$ cat src/rtl/sched_walk_pkg.sv
// Shared constants and types for the schedule link walker.
// Assumes 32-bit link words and items aligned to 16 bytes.
package sched_walk_pkg;
    localparam int LINK_W     = 32;
    localparam int BIT_TERM   = 0;
    localparam int BIT_QH     = 1;
    localparam int BIT_DEPTH  = 2;
    localparam int BIT_RSV    = 3;
    localparam int ITEM_ALIGN = 4;

    typedef enum logic [2:0] {
        ST_IDLE, ST_DECODE, ST_EXEC, ST_WAIT, ST_HALT
    } walk_state_e;

    typedef enum logic [1:0] {
        FK_QH_HORIZ, FK_QH_ELEM, FK_TD_LINK
    } fetch_kind_e;

    typedef struct packed {
        logic [LINK_W-1:0] addr;
        logic              rsv;
        logic              is_qh;
        logic              term;
    } link_t;
endpackage

$ cat src/rtl/sched_link_decode.sv
// Splits a link word into item address and control bits.
// Purely combinational; the ordering bit is read by the controller
// directly from fetched data, where it matters.
module sched_link_decode
    import sched_walk_pkg::*;
(
    input  logic [LINK_W-1:0] word,
    output link_t             fields
);
    // Field extraction
    always_comb begin
        fields.addr  = {word[LINK_W-1:ITEM_ALIGN], {ITEM_ALIGN{1'b0}}};
        fields.rsv   = word[BIT_RSV];
        fields.is_qh = word[BIT_QH];
        fields.term  = word[BIT_TERM];
    end
endmodule

$ cat src/rtl/sched_rd_port.sv
// Single-outstanding memory read port.
// Assumes the controller issues a new read only after the previous
// one has completed; responses without a pending read are dropped.
module sched_rd_port
    import sched_walk_pkg::*;
(
    input  logic              clk,
    input  logic              rst_n,
    input  logic              issue,
    input  logic [LINK_W-1:0] issue_addr,
    output logic              done,
    output logic [LINK_W-1:0] data,
    output logic              mem_rd_req,
    output logic [LINK_W-1:0] mem_rd_addr,
    input  logic [LINK_W-1:0] mem_rd_data,
    input  logic              mem_rd_valid
);
    logic pend;

    // Request pulse, address hold and response capture
    always_ff @(posedge clk) begin
        if (!rst_n) begin
            mem_rd_req  <= 1'b0;
            mem_rd_addr <= '0;
            pend        <= 1'b0;
            done        <= 1'b0;
            data        <= '0;
        end else begin
            mem_rd_req <= issue;
            done       <= 1'b0;
            if (issue) begin
                mem_rd_addr <= issue_addr;
                pend        <= 1'b1;
            end else if (pend && mem_rd_valid) begin
                pend <= 1'b0;
                done <= 1'b1;
                data <= mem_rd_data;
            end
        end
    end
endmodule

$ cat src/rtl/sched_walk_ctrl.sv
// Walk sequencer: decides the next fetch from the decoded current link,
// tracks queue context, hands TDs to the executor and latches the halt.
// Assumes rd_done/rd_data come from sched_rd_port and cur_f is the
// decode of cur_link.
module sched_walk_ctrl
    import sched_walk_pkg::*;
#(
    parameter int QH_ELEM_OFFSET = 4
) (
    input  logic              clk,
    input  logic              rst_n,
    input  logic              frame_start,
    input  logic [LINK_W-1:0] frame_ptr,
    output logic [LINK_W-1:0] cur_link,
    input  link_t             cur_f,
    output logic              rd_issue,
    output logic [LINK_W-1:0] rd_addr,
    input  logic              rd_done,
    input  logic [LINK_W-1:0] rd_data,
    output logic              td_start,
    output logic [LINK_W-1:0] td_addr,
    input  logic              td_done,
    output logic              frame_done,
    output logic              halted,
    output logic              irq
);
    localparam logic [LINK_W-1:0] ELEM_OFS = LINK_W'(QH_ELEM_OFFSET);

    walk_state_e       state;
    fetch_kind_e       kind;
    logic [LINK_W-1:0] horiz_q;
    logic [LINK_W-1:0] qh_addr_q;
    logic              in_q;
    logic              rsp_rsv;
    logic              rsp_depth;

    assign rsp_rsv   = rd_data[BIT_RSV];
    assign rsp_depth = rd_data[BIT_DEPTH];

    // Read issue: QH word 0 on decode, TD link after done, QH word 1 after word 0
    always_comb begin
        rd_issue = 1'b0;
        rd_addr  = '0;
        case (state)
            ST_DECODE: if (!cur_f.rsv && !cur_f.term && cur_f.is_qh) begin
                rd_issue = 1'b1;
                rd_addr  = cur_f.addr;
            end
            ST_EXEC: if (td_done) begin
                rd_issue = 1'b1;
                rd_addr  = td_addr;
            end
            ST_WAIT: if (rd_done && !rsp_rsv && kind == FK_QH_HORIZ) begin
                rd_issue = 1'b1;
                rd_addr  = qh_addr_q + ELEM_OFS;
            end
            default: ;
        endcase
    end

    // Walk state, queue context, strobes and sticky halt
    always_ff @(posedge clk) begin
        if (!rst_n) begin
            state      <= ST_IDLE;
            kind       <= FK_TD_LINK;
            cur_link   <= '0;
            horiz_q    <= '0;
            qh_addr_q  <= '0;
            td_addr    <= '0;
            in_q       <= 1'b0;
            td_start   <= 1'b0;
            frame_done <= 1'b0;
            halted     <= 1'b0;
            irq        <= 1'b0;
        end else begin
            td_start   <= 1'b0;
            frame_done <= 1'b0;
            case (state)
                ST_IDLE: if (frame_start) begin
                    cur_link <= frame_ptr;
                    in_q     <= 1'b0;
                    state    <= ST_DECODE;
                end
                ST_DECODE: begin
                    if (cur_f.rsv) begin
                        halted <= 1'b1;
                        irq    <= 1'b1;
                        state  <= ST_HALT;
                    end else if (cur_f.term) begin
                        if (in_q) begin
                            cur_link <= horiz_q;
                            in_q     <= 1'b0;
                        end else begin
                            frame_done <= 1'b1;
                            state      <= ST_IDLE;
                        end
                    end else if (cur_f.is_qh) begin
                        qh_addr_q <= cur_f.addr;
                        kind      <= FK_QH_HORIZ;
                        state     <= ST_WAIT;
                    end else begin
                        td_addr  <= cur_f.addr;
                        td_start <= 1'b1;
                        state    <= ST_EXEC;
                    end
                end
                ST_EXEC: if (td_done) begin
                    kind  <= FK_TD_LINK;
                    state <= ST_WAIT;
                end
                ST_WAIT: if (rd_done) begin
                    if (rsp_rsv) begin
                        halted <= 1'b1;
                        irq    <= 1'b1;
                        state  <= ST_HALT;
                    end else begin
                        case (kind)
                            FK_QH_HORIZ: begin
                                horiz_q <= rd_data;
                                kind    <= FK_QH_ELEM;
                            end
                            FK_QH_ELEM: begin
                                cur_link <= rd_data;
                                in_q     <= 1'b1;
                                state    <= ST_DECODE;
                            end
                            default: begin
                                if (in_q && !rsp_depth) begin
                                    cur_link <= horiz_q;
                                    in_q     <= 1'b0;
                                end else begin
                                    cur_link <= rd_data;
                                end
                                state <= ST_DECODE;
                            end
                        endcase
                    end
                end
                ST_HALT: state <= ST_HALT;
                default: state <= ST_IDLE;
            endcase
        end
    end
endmodule

$ cat src/rtl/sched_link_walker.sv
// Top of the schedule link walker: connects the link decoder, the
// walk sequencer and the single-outstanding read port.
// Assumes the executor raises td_done only after a td_start.
module sched_link_walker
    import sched_walk_pkg::*;
#(
    parameter int QH_ELEM_OFFSET = 4
) (
    input  logic              clk,
    input  logic              rst_n,
    input  logic              frame_start,
    input  logic [LINK_W-1:0] frame_ptr,
    output logic              mem_rd_req,
    output logic [LINK_W-1:0] mem_rd_addr,
    input  logic [LINK_W-1:0] mem_rd_data,
    input  logic              mem_rd_valid,
    output logic              td_start,
    output logic [LINK_W-1:0] td_addr,
    input  logic              td_done,
    output logic              frame_done,
    output logic              halted,
    output logic              irq
);
    logic [LINK_W-1:0] cur_link;
    link_t             cur_f;
    logic              rd_issue;
    logic [LINK_W-1:0] rd_addr;
    logic              rd_done;
    logic [LINK_W-1:0] rd_data;

    sched_link_decode dec_i (
        .word   (cur_link),
        .fields (cur_f)
    );

    sched_walk_ctrl #(.QH_ELEM_OFFSET(QH_ELEM_OFFSET)) ctrl_i (
        .clk         (clk),
        .rst_n       (rst_n),
        .frame_start (frame_start),
        .frame_ptr   (frame_ptr),
        .cur_link    (cur_link),
        .cur_f       (cur_f),
        .rd_issue    (rd_issue),
        .rd_addr     (rd_addr),
        .rd_done     (rd_done),
        .rd_data     (rd_data),
        .td_start    (td_start),
        .td_addr     (td_addr),
        .td_done     (td_done),
        .frame_done  (frame_done),
        .halted      (halted),
        .irq         (irq)
    );

    sched_rd_port rd_i (
        .clk          (clk),
        .rst_n        (rst_n),
        .issue        (rd_issue),
        .issue_addr   (rd_addr),
        .done         (rd_done),
        .data         (rd_data),
        .mem_rd_req   (mem_rd_req),
        .mem_rd_addr  (mem_rd_addr),
        .mem_rd_data  (mem_rd_data),
        .mem_rd_valid (mem_rd_valid)
    );
endmodule

$ cat config.mk
export PLATFORM = sky130hd
export DESIGN_NAME = sched_link_walker
export DESIGN_NICKNAME = d
export VERILOG_FILES = /design/src/rtl/sched_walk_pkg.sv /design/src/rtl/sched_link_decode.sv /design/src/rtl/sched_rd_port.sv /design/src/rtl/sched_walk_ctrl.sv /design/src/rtl/sched_link_walker.sv
export SDC_FILE = /design/constraint.sdc
export NUM_CORES = 1
export LEC_CHECK = 0
export ABC_AREA = 0
export ABC_CLOCK_PERIOD_IN_PS = 2040
export BUFFER_PORTS_ARGS = -buffer_cell sky130_fd_sc_hd__buf_2
export CORE_MARGIN = 5
export CORE_UTILIZATION = 35
export CTS_CLUSTER_DIAMETER = 30
export CTS_CLUSTER_SIZE = 12
export DETAILED_ROUTE_END_ITERATION = 12
export MAX_ROUTING_LAYER = met4
export PLACE_DENSITY = 0.6
export SYNTH_ARGS = -nofsm -noshare
export SYNTH_HDL_FRONTEND = slang
export SYNTH_SLANG_ARGS = --single-unit
$ cat constraint.sdc
create_clock -name clk -period 2.04 [get_ports clk]
set_input_delay 0.102 -clock clk [delete_from_list [all_inputs] [get_ports clk]]
set_output_delay 0.102 -clock clk [all_outputs]
set_load 0.02 [all_outputs]
==> results_dict.tcl <==
set metrics [dict create \
    cp_slowest_cell "dfxtp_1" \
    power_density_mw_per_mm2 1025 \
    nFillCells 2181 \
    yosysSeqAreaShare_pct 48.92 \
    h-tree-depth 4 \
    drv_cap 0 \
    yosysTopAreaCell "dfxtp_1" \
    layout_commonest_cell "nand2_1" \
    comb_power_share_pct 24.3 \
    seq_area_sq_mm 0.003805 \
    antenna_found_initial 0 \
    initial_core_util_pct 35.63 \
    worstSetupPathType "flop to flop" \
    rsz0062_at_grt "false" \
    drt-initial-drc-count 451 \
    ys_warn_count 0 \
    crit_arrival_ps 2200 \
    io_pins 138 \
    finalSetupTns_ps 0 \
    wl_per_cell_um 15.72 \
    routabilityCongestion 0.8415 \
    tightest_slew_ps 552.3 \
    period_minus_slack_ps 1894 \
    fin_area_sq_mm 0.009986 \
    critPathLaunchType "flop" \
    clock_skew_ps 13.23 \
    ys_seq_elements 190 \
    path_max_fanout 7 \
    placedInstanceArea_sq_mm 0.008813 \
    dp_hpwl_um 14320 \
    seq_power_share_pct 43.4 \
    clockPowerShare_pct 32.3 \
    die_area_sq_mm 0.02530 \
    post-route-period-util_pct 92.84 \
    clk_pin_slew_ps 70 \
    syn_to_final_growth_pct 28.44 \
    drive_above_1_share_pct 22.17 \
    cts_root_buf "clkbuf_16" \
    setup_viol 0 \
    layout.cells.non_filler 1394 \
    grt_max_degree 96 \
    grt_pass1_wl_um 35840 \
    clkSinkCount 190 \
    wl_um 21910 \
    num_rows 54 \
    ys_types 41 \
    hp-class "primary input to flop" \
    end_kind "flop" \
    drv_slew 0 \
    p_sw_w 0.003345 \
    sw_frac_of_total_pct 32.67 \
    ir_drop_mv 0.4768 \
    final_cell_mix "nand2_1, dfxtp_1, buf_2" \
    clock_latency_ps 430 \
    cts_tree "done" \
    dr.pass1.iters 5 \
    p_int_w 0.006892 \
    syn_avg_cell_area_sq_um 8.219 \
    viasPerCell 5.034 \
    slew_headroom_pct 63.18 \
    dieHeight_um 159.0 \
    worstPathCellList "nand2b_1 > and3b_2 > buf_4 > mux2_2 > a221oi_1 > o31ai_1" \
    vias 7018 \
    syn_area_sq_mm 0.007775 \
    cpPeakStageDelay_ps 430 \
    grt_pass1_vias 6640 \
    core_area_sq_mm 0.02182 \
    place_ws_ps 98.74 \
    grt_use_total_pct 17.46 \
    leakagePower_nw 3.760 \
    num_antenna_cells 0 \
    drtAntennaViolNets 0 \
    critical_path_required_ps 2340 \
    finalHoldViolCount 0 \
    timing.final.ws_setup_ps 146.0 \
    cts_buffers 17 \
    p_total_w 0.01024 \
    drc 0 \
    placedCellCount 1307 \
    outcome "complete, no violations" \
    synth_top_cell_area_share_pct 48.92 \
    fin_nets 1170 \
    port_buffers 129 \
    gr-total-overflow 0 \
    fmax_ghz 0.5280 \
    syn-instance-count 946 \
    clk_path_buf_depth 2 \
    ff2ff_setup_slack_ps 150 \
    multi_input_area_sq_mm 0.003623 \
    die_x_um 159.0 \
    synthTopCellsByArea "dfxtp_1, nand2_1, a21oi_1, mux2_2, a221oi_1" \
]
## cell type report
cell class	instances	area share, %
Sequential cell	190	38.10
Multi-Input combinational cell	670	36.29
Timing Repair Buffer	219	16.14
Clock buffer	18	4.298
Tap cell	280	3.508
Clock inverter	14	1.529
Inverter	3	0.1378
## registers in the layout (all words and copies together) (netlist names)
name               flops
ctrl_i.state           3
ctrl_i.frame_done      1
ctrl_i.cur_link       31
ctrl_i.horiz_q        30
ctrl_i.qh_addr_q      28
rd_i.data             32
rd_i.mem_rd_addr      29
rd_i.pend              1
rd_i.done              1
ctrl_i.halted          1
ctrl_i.kind            2
ctrl_i.td_addr        28
ctrl_i.in_q            1
ctrl_i.td_start        1
rd_i.mem_rd_req        1
## per-stage QoR
step | hold WS [ps] | utilization (%)
3_3_place_gp | 320.6 | 40.39
2_1_floorplan | 232.4 | -
5_1_grt | 15.83 | 45.76
6_report | 12.16 | 45.76
4_1_cts | 3.786 | 45.39
3_5_place_dp | 325.6 | 40.39
## worst max-delay path: cells and delay by family, from the launching register on
family | cells | cell delay [ps]
DFF | 1 | 430
AOI/OAI and AO/OA | 2 | 490
buffers and inverters | 1 | 170
muxes | 1 | 270
and+or+nand+nor | 2 | 410
## cell usage after synthesis, drive strengths merged
library cell	n
nand3b	1
o21bai	1
nor3	7
a21o	2
buf	41
nor2b	2
and3b	1
inv	3
a211oi	1
mux2i	1
mux2	30
dfxtp	190
a211o	2
and2	2
o311ai	1
o221a	1
a21oi	96
and3	2
a221oi	31
clkbuf	49
o21ai	35
o32ai	1
a22oi	28
nand2	269
o21a	1
nand3	38
conb	1
o31ai	29
nor2	38
nor4b	2
a31oi	30
o211ai	2
nand2b	7
and4bb	1
## logic make-up (layout without fill, tap and decap cells)
family                 Yosys count  after routing  synth area share, %
buffers and inverters           93            254                5.584
flip-flops                     190            190                48.92
other                            1              7              0.04823
multiplexers                    31             31                4.474
AND/OR/NAND/NOR                370            371                19.52
AO/OA/AOI/OAI                  261            261                21.45
## final timing paths
check	from	to	cells past startpoint
max	ctrl_i.kind[0]	ctrl_i.cur_link[25]	6
min	frame_ptr[6]	ctrl_i.cur_link[6]	3
max reg2reg	ctrl_i.kind[0]	ctrl_i.cur_link[25]	6
min reg2reg	ctrl_i.horiz_q[31]	ctrl_i.horiz_q[31]	2
## repair_timing
action	in CTS	in global routing
hold buffers	51	0
gates resized for setup	0	7
hold endpoints to repair	51	0
setup buffers	0	3
setup endpoints to repair	0	50
## power groups by stage
stage | Combinational, W | Sequential, W | Clock [W]
after floorplan | 0.00143 | 0.00448 | 0
after global placement | 0.00230 | 0.00451 | 0
after detailed placement | 0.00231 | 0.00452 | 0
after CTS | 0.00240 | 0.00444 | 0.00338
after global routing | 0.00274 | 0.00450 | 0.00356
final | 0.00249 | 0.00445 | 0.00330
## routing by layer
layer / up-vias / GRT usage, % / wire length [um]
met5: - / - / 0
met3: 23 / 3.106 / 857
met1: 3219 / 25.09 / 11030
met4: 0 / 4.886 / 325
met2: 157 / 25.19 / 9701
li1: 3619 / - / -
(Power assumes the default switching activity.)
